$ cat src/rtl/row_byte_aligner.sv
`timescale 1ns/1ps
module row_byte_aligner #(
  parameter int PIX_W    = 8,
  parameter int WORD_W   = 32,
  parameter int ROW_PIX  = 8,
  parameter int ADDR_W   = 32,
  parameter int STRIDE_W = 16
) (
  input  logic              clk,
  input  logic              rst_n,
  input  logic              addr_load,
  input  logic [ADDR_W-1:0] addr_in,
  input  logic [STRIDE_W-1:0] stride,
  output logic [ADDR_W-1:0] fetch_addr,
  output logic [1:0]        row_off,
  input  logic              in_valid,
  input  logic [1:0]        byte_off,
  input  logic [WORD_W-1:0] word0,
  input  logic [WORD_W-1:0] word1,
  input  logic [WORD_W-1:0] word2,
  output logic [ROW_PIX*PIX_W-1:0] row_pix,
  output logic              row_pix_valid,
  output logic [ROW_PIX*PIX_W-1:0] shift_pix,
  output logic              shift_pix_valid
);
  localparam int ROW_W = ROW_PIX * PIX_W;
  localparam int CAT_W = 3 * WORD_W;

  logic [CAT_W-1:0]  fetched;
  logic [ROW_W-1:0]  row_next, shift_next;
  logic [ADDR_W-1:0] row_addr_q;

  assign fetched    = {word2, word1, word0};
  assign row_next   = ROW_W'(fetched >> (PIX_W * 32'(byte_off)));
  assign shift_next = ROW_W'(fetched >> (PIX_W * (32'(byte_off) + 1)));

  always_ff @(posedge clk) begin
    if (!rst_n) begin
      row_pix         <= '0;
      shift_pix       <= '0;
      row_pix_valid   <= 1'b0;
      shift_pix_valid <= 1'b0;
    end else begin
      row_pix_valid   <= in_valid;
      shift_pix_valid <= in_valid;
      if (in_valid) begin
        row_pix   <= row_next;
        shift_pix <= shift_next;
      end
    end
  end

  always_ff @(posedge clk) begin
    if (!rst_n)         row_addr_q <= '0;
    else if (addr_load) row_addr_q <= addr_in;
    else if (in_valid)  row_addr_q <= row_addr_q + ADDR_W'(stride);
  end

  assign fetch_addr = {row_addr_q[ADDR_W-1:2], 2'b00};
  assign row_off    = row_addr_q[1:0];

  p_valid_set_r5: assert property (@(posedge clk) disable iff (!rst_n)
    in_valid |=> (row_pix_valid && shift_pix_valid));
  p_valid_clr_r5: assert property (@(posedge clk) disable iff (!rst_n)
    !in_valid |=> (!row_pix_valid && !shift_pix_valid));
  p_hold_r5: assert property (@(posedge clk) disable iff (!rst_n)
    !in_valid |=> ($stable(row_pix) && $stable(shift_pix)));
  p_overlap_r3: assert property (@(posedge clk) disable iff (!rst_n)
    row_pix_valid |-> (shift_pix[ROW_W-PIX_W-1:0] == row_pix[ROW_W-1:PIX_W]));
  p_off0_word_r4: assert property (@(posedge clk) disable iff (!rst_n)
    (in_valid && byte_off == 2'd0) |=> (shift_pix[ROW_W-1:ROW_W-PIX_W] == $past(word2[PIX_W-1:0])));
  p_load_r8: assert property (@(posedge clk) disable iff (!rst_n)
    addr_load |=> ({fetch_addr[ADDR_W-1:2], row_off} == $past(addr_in)));
  p_idle_r7: assert property (@(posedge clk) disable iff (!rst_n)
    (!addr_load && !in_valid) |=> ($stable(fetch_addr) && $stable(row_off)));
  p_step_r7: assert property (@(posedge clk) disable iff (!rst_n)
    (!addr_load && in_valid) |=>
      ({fetch_addr[ADDR_W-1:2], row_off} == $past({fetch_addr[ADDR_W-1:2], row_off} + ADDR_W'(stride))));
endmodule

$ cat config.mk
export PLATFORM = sky130hd
export DESIGN_NAME = row_byte_aligner
export DESIGN_NICKNAME = d
export VERILOG_FILES = /design/src/rtl/row_byte_aligner.sv
export SDC_FILE = /design/constraint.sdc
export NUM_CORES = 1
export LEC_CHECK = 0
export ABC_CLOCK_PERIOD_IN_PS = 2920
export BUFFER_PORTS_ARGS = -buffer_cell sky130_fd_sc_hd__buf_2
export CAP_MARGIN = 20
export CORE_UTILIZATION = 49
export DETAILED_ROUTE_END_ITERATION = 8
export HOLD_SLACK_MARGIN = 0.15
export PLACE_DENSITY = 0.79
export SYNTH_ARGS = -nofsm -noshare
export SYNTH_HDL_FRONTEND = slang
export SYNTH_SLANG_ARGS = --single-unit
export TNS_END_PERCENT = 10
$ cat constraint.sdc
create_clock -name clk -period 2.92 [get_ports clk]
set_clock_uncertainty 0.2 [all_clocks]
set_input_delay 0.292 -clock clk [delete_from_list [all_inputs] [get_ports clk]]
set_output_delay 0.292 -clock clk [all_outputs]
set_load 0.05 [all_outputs]
# --- Yosys cells after proc, flatten, opt, wreduce, memory -nomap -nowiden ---
# Index checks and enable logic that the tools add are counted.
op_classes:
  add_sub_neg: 2
  n_shift: 2
  muxes: 2
  n_reduce_logical: 1
op_table:
  columns: ["op", "count"]
  rows:
  - ["$shr A96 B5 Y64", 1]
  - ["$shr A96 B6 Y64", 1]
  - ["$mux W32", 2]
  - ["$add A32 B16 Y32", 1]
  - ["$add A2 B1 Y3 const B", 1]
  - ["$reduce_bool A2 Y1", 1]
word_totals:
  regBits: 161
  inputBits: 150
  output_inout_bits: 164
  wordCells: 11

# --- Longest topological paths before layout ---
logic_depth:
  word_depth: 3
  mapped_depth: 9
  mapped_depth_nobuf: 9

# --- Worst setup path before layout ---
# OpenSTA, ideal clock, no wires.
synth_path:
  kind: "flip-flop to flip-flop"
  startpoint: "reg row_addr_q[0]"
  endpoint: "reg row_addr_q[18]"
  setup_time_ns: 0.133
  t_arrival_ns: 2.362
  slack_ns: 0.226
  stages_incl_launch_ff: 10
  n_path_buf: 0
  period_less_slack_ns: 2.694
  cell_sequence: "dfxtp_1 ha_1 fa_1 a211oi_1 o21ai_2 a31oi_4 o21bai_4 and2b_1 xnor2_1 a21oi_1"
synth_via:
  elab_chain_len: 3
synth_rtl:
  columns: ["element", "line_no", "rtl"]
  rows:
  - ["from (decl)", "31", "logic [ADDR_W-1:0] row_addr_q;"]
  - ["from (signal assigned)", "55", "else if (addr_load) row_addr_q <= addr_in;"]
  - ["from (signal assigned)", "56", "else if (in_valid) row_addr_q <= row_addr_q + ADDR_W'(stride);"]
  - ["$add A32 B16 Y32", "56", null]
  - ["$mux W32", "56", null]
  - ["$mux W32", "55", null]
# No other way between the ends. The select of a mux whose other input is x is not followed.
# A chain may end at the register's enable or synchronous reset.

# --- Worst setup path after layout ---
# Ends and elaborated chain as after synthesis.

==> results.json <==
{
  "status": "complete, no violations",
  "worst_setup_path_end_kind": "flip-flop",
  "finalPower_mw": 4.65,
  "finalInstanceArea_sq_mm": 0.00915,
  "p_leak_nw": 4.31,
  "holdCritPathClass": "input pin to flip-flop",
  "synth.avg_cell_area_sq_um": 10.7,
  "fin_cells": 1124,
  "ant_nets": 0,
  "first_pass_iters": 5,
  "crit_fanout": 9,
  "via_per_inst": 5.79,
  "yosysTopAreaCell": "dfxtp_1",
  "io_pins": 314,
  "wl_um": 21900,
  "ir_worst_vdd_mv": 0.251,
  "setup_violations": 0,
  "fp.coreArea_sq_mm": 0.0145,
  "h-tree-depth": 3,
  "drc": 0,
  "synth-async-reset-ratio_pct": 0,
  "timing.hold.ws_ns": 0.195,
  "worst_slew_pin_slew_ns": 0.904,
  "postSynthCellCount": 681,
  "arrival_ns": 2.70,
  "grt_max_degree": 56,
  "slew_headroom_pct": 39.7,
  "clock-sinks": 105,
  "max_freq_ghz": 0.370,
  "cts_tree": "built",
  "synth-seq-cells": 105,
  "fp-row-count": 44,
  "overflow": 0,
  "drv_slew": 0,
  "setup_slack_ns": 0.219,
  "dp.cells": 1078,
  "antenna_found_initial": 1,
  "cts_resized": 0,
  "dp_hpwl_um": 16400,
  "portBuffers": 311,
  "rsz0062_at_grt": "no",
  "initialDrtViolationCount": 562,
  "powerDensity_mw_per_mm2": 508,
  "synth_edf_count": 0,
  "drive_above_1_share_pct": 44.7,
  "synth_area_leaders": "dfxtp_1 (29%), mux4_2 (22%), mux2i_1 (11%)",
  "fin_util_pct": 63.0,
  "hold_violations": 0,
  "ys.flop_type": "dfxtp_1",
  "cts_buffer_depth": 2,
  "syn-cell-area_sq_mm": 0.00729,
  "start_util_pct": 50.1,
  "num_vias": 6503,
  "dieArea_sq_mm": 0.0154,
  "die_w_um": 124,
  "root_buffer": "clkbuf_16",
  "worstSkewPairLatency_ns": 0.35,
  "num-nets-final": 1103,
  "drv_cap": 0,
  "yosysUniqueCellTypes": 55,
  "synthTopCellsByCount": "dfxtp_1 (105), mux2i_1 (82), nor2b_1 (76), mux4_2 (72), buf_4 (59)",
  "fin_tns_setup_ns": 0,
  "grt_pass1_vias": 5910,
  "cts_buffers": 9,
  "cp.required_ns": 2.92,
  "gr-usage-all-layers_pct": 28.2,
  "fillerInstances": 1206,
  "ys_seq_area_share_pct": 28.8,
  "die_h_um": 124,
  "placed_cell_area_sq_mm": 0.00855,
  "synth_most_common_cell": "dfxtp_1",
  "fin_crit_sh_pct": 92.5,
  "place_worst_setup_slack_ns": 0.176,
  "synth_warnings": 0,
  "wire_per_inst_um": 19.5,
  "gp_congestion": 0.866,
  "crit_type": "flip-flop to flip-flop",
  "area_growth_pct": 25.6,
  "clkSlewWorstSetupHoldPaths_ns": 0.07,
  "layout_min_cycle_time_ns": 2.70,
  "grt_pass1_wl_um": 32500,
  "cp-start-kind": "flip-flop",
  "postCtsSetupRepairBufs": 0,
  "yosysTopAreaCellShare_pct": 28.8
}
worst max-delay path, cell delays in order, from the launching register on:
cell	delay, ns
dfxtp_1	0.33
ha_1	0.21
fa_1	0.44
a211oi_1	0.40
o21ai_2	0.16
a31oi_4	0.27
o21bai_4	0.15
and2b_1	0.19
xnor2_1	0.13
a21oi_1	0.08
what timing repair did:
item / 4_1_cts / 5_1_grt
setup endpoints to repair: 0 / 0
endpoints found under the hold margin: 31 / 0
hold buffers: 31 / 0
state kept, by name (all words and copies together), names as in the netlist:
name / flops
row_addr_q: 32
row_pix: 63
shift_pix: 9
shift_pix_valid: 1
final timing paths:
path	start	endpoint	slack [ns]	cells past startpoint
max	row_addr_q[0]	row_addr_q[18]	0.22	9
min	addr_load	row_addr_q[23]	0.19	3
max reg2reg	row_addr_q[0]	row_addr_q[18]	0.22	9
min reg2reg	row_pix[6]	row_pix[6]	0.32	2
cell type report:
cell class,count,area (sq um),area share (%)
well taps,184,230,2.52
flip-flops and latches,105,2100,23.0
clock buffers,11,243,2.65
repair buffers,353,2010,21.9
clock inverters,3,42.5,0.465
inverters,3,11.3,0.123
multi-input cells,464,4510,49.3
diodes,1,2.50,0.0273
placed cells by master, fill, tap and decap left out, types with 3 or more instances in the layout:
cell type and count:
a211oi_1 6, a21boi_1 3, a21o_1 7, a21oi_1 34
a31oi_1 6, and3_1 3, buf_12 4, buf_2 308
buf_4 10, clkbuf_16 9, dfxtp_1 105, dlygate4sd3_1 31
ha_1 16, inv_1 3, mux2i_1 82, mux4_2 72
nand2_1 29, nand3_1 9, nand4_1 4, nor2_1 12
nor2b_1 76, nor3_1 3, nor3b_1 3, o21ai_0 31
o21ai_1 6, o21bai_1 3, xnor2_1 18, xor2_1 7
layer usage:
layer / vias up / global-route usage [%] / wire [um]
met1: 3098 / 38.3 / 9030
met3: 63 / 4.49 / 1640
li1: 2965 / - / -
met4: 0 / 14.4 / 825
met2: 377 / 43.4 / 10500
met5: - / 0 / 0
report_power, final:
group          total [mW]  internal [mW]  leakage, nW  switching (mW)
registers            1.64           1.55        0.869          0.0954
clock network        1.21          0.678        0.137           0.529
logic                1.80          0.629         3.30            1.17
logic make-up after synthesis:
kind of cell / count (synthesis) / synth area share (%)
buf+inv: 113 / 9.27
other cells: 1 / 0.0515
flops: 105 / 28.8
mux: 154 / 33.5
fa+ha+maj: 17 / 3.02
xor+xnor: 25 / 3.00
simple gates: 154 / 12.3
compound gates: 112 / 10.0
(Power assumes the default switching activity.)
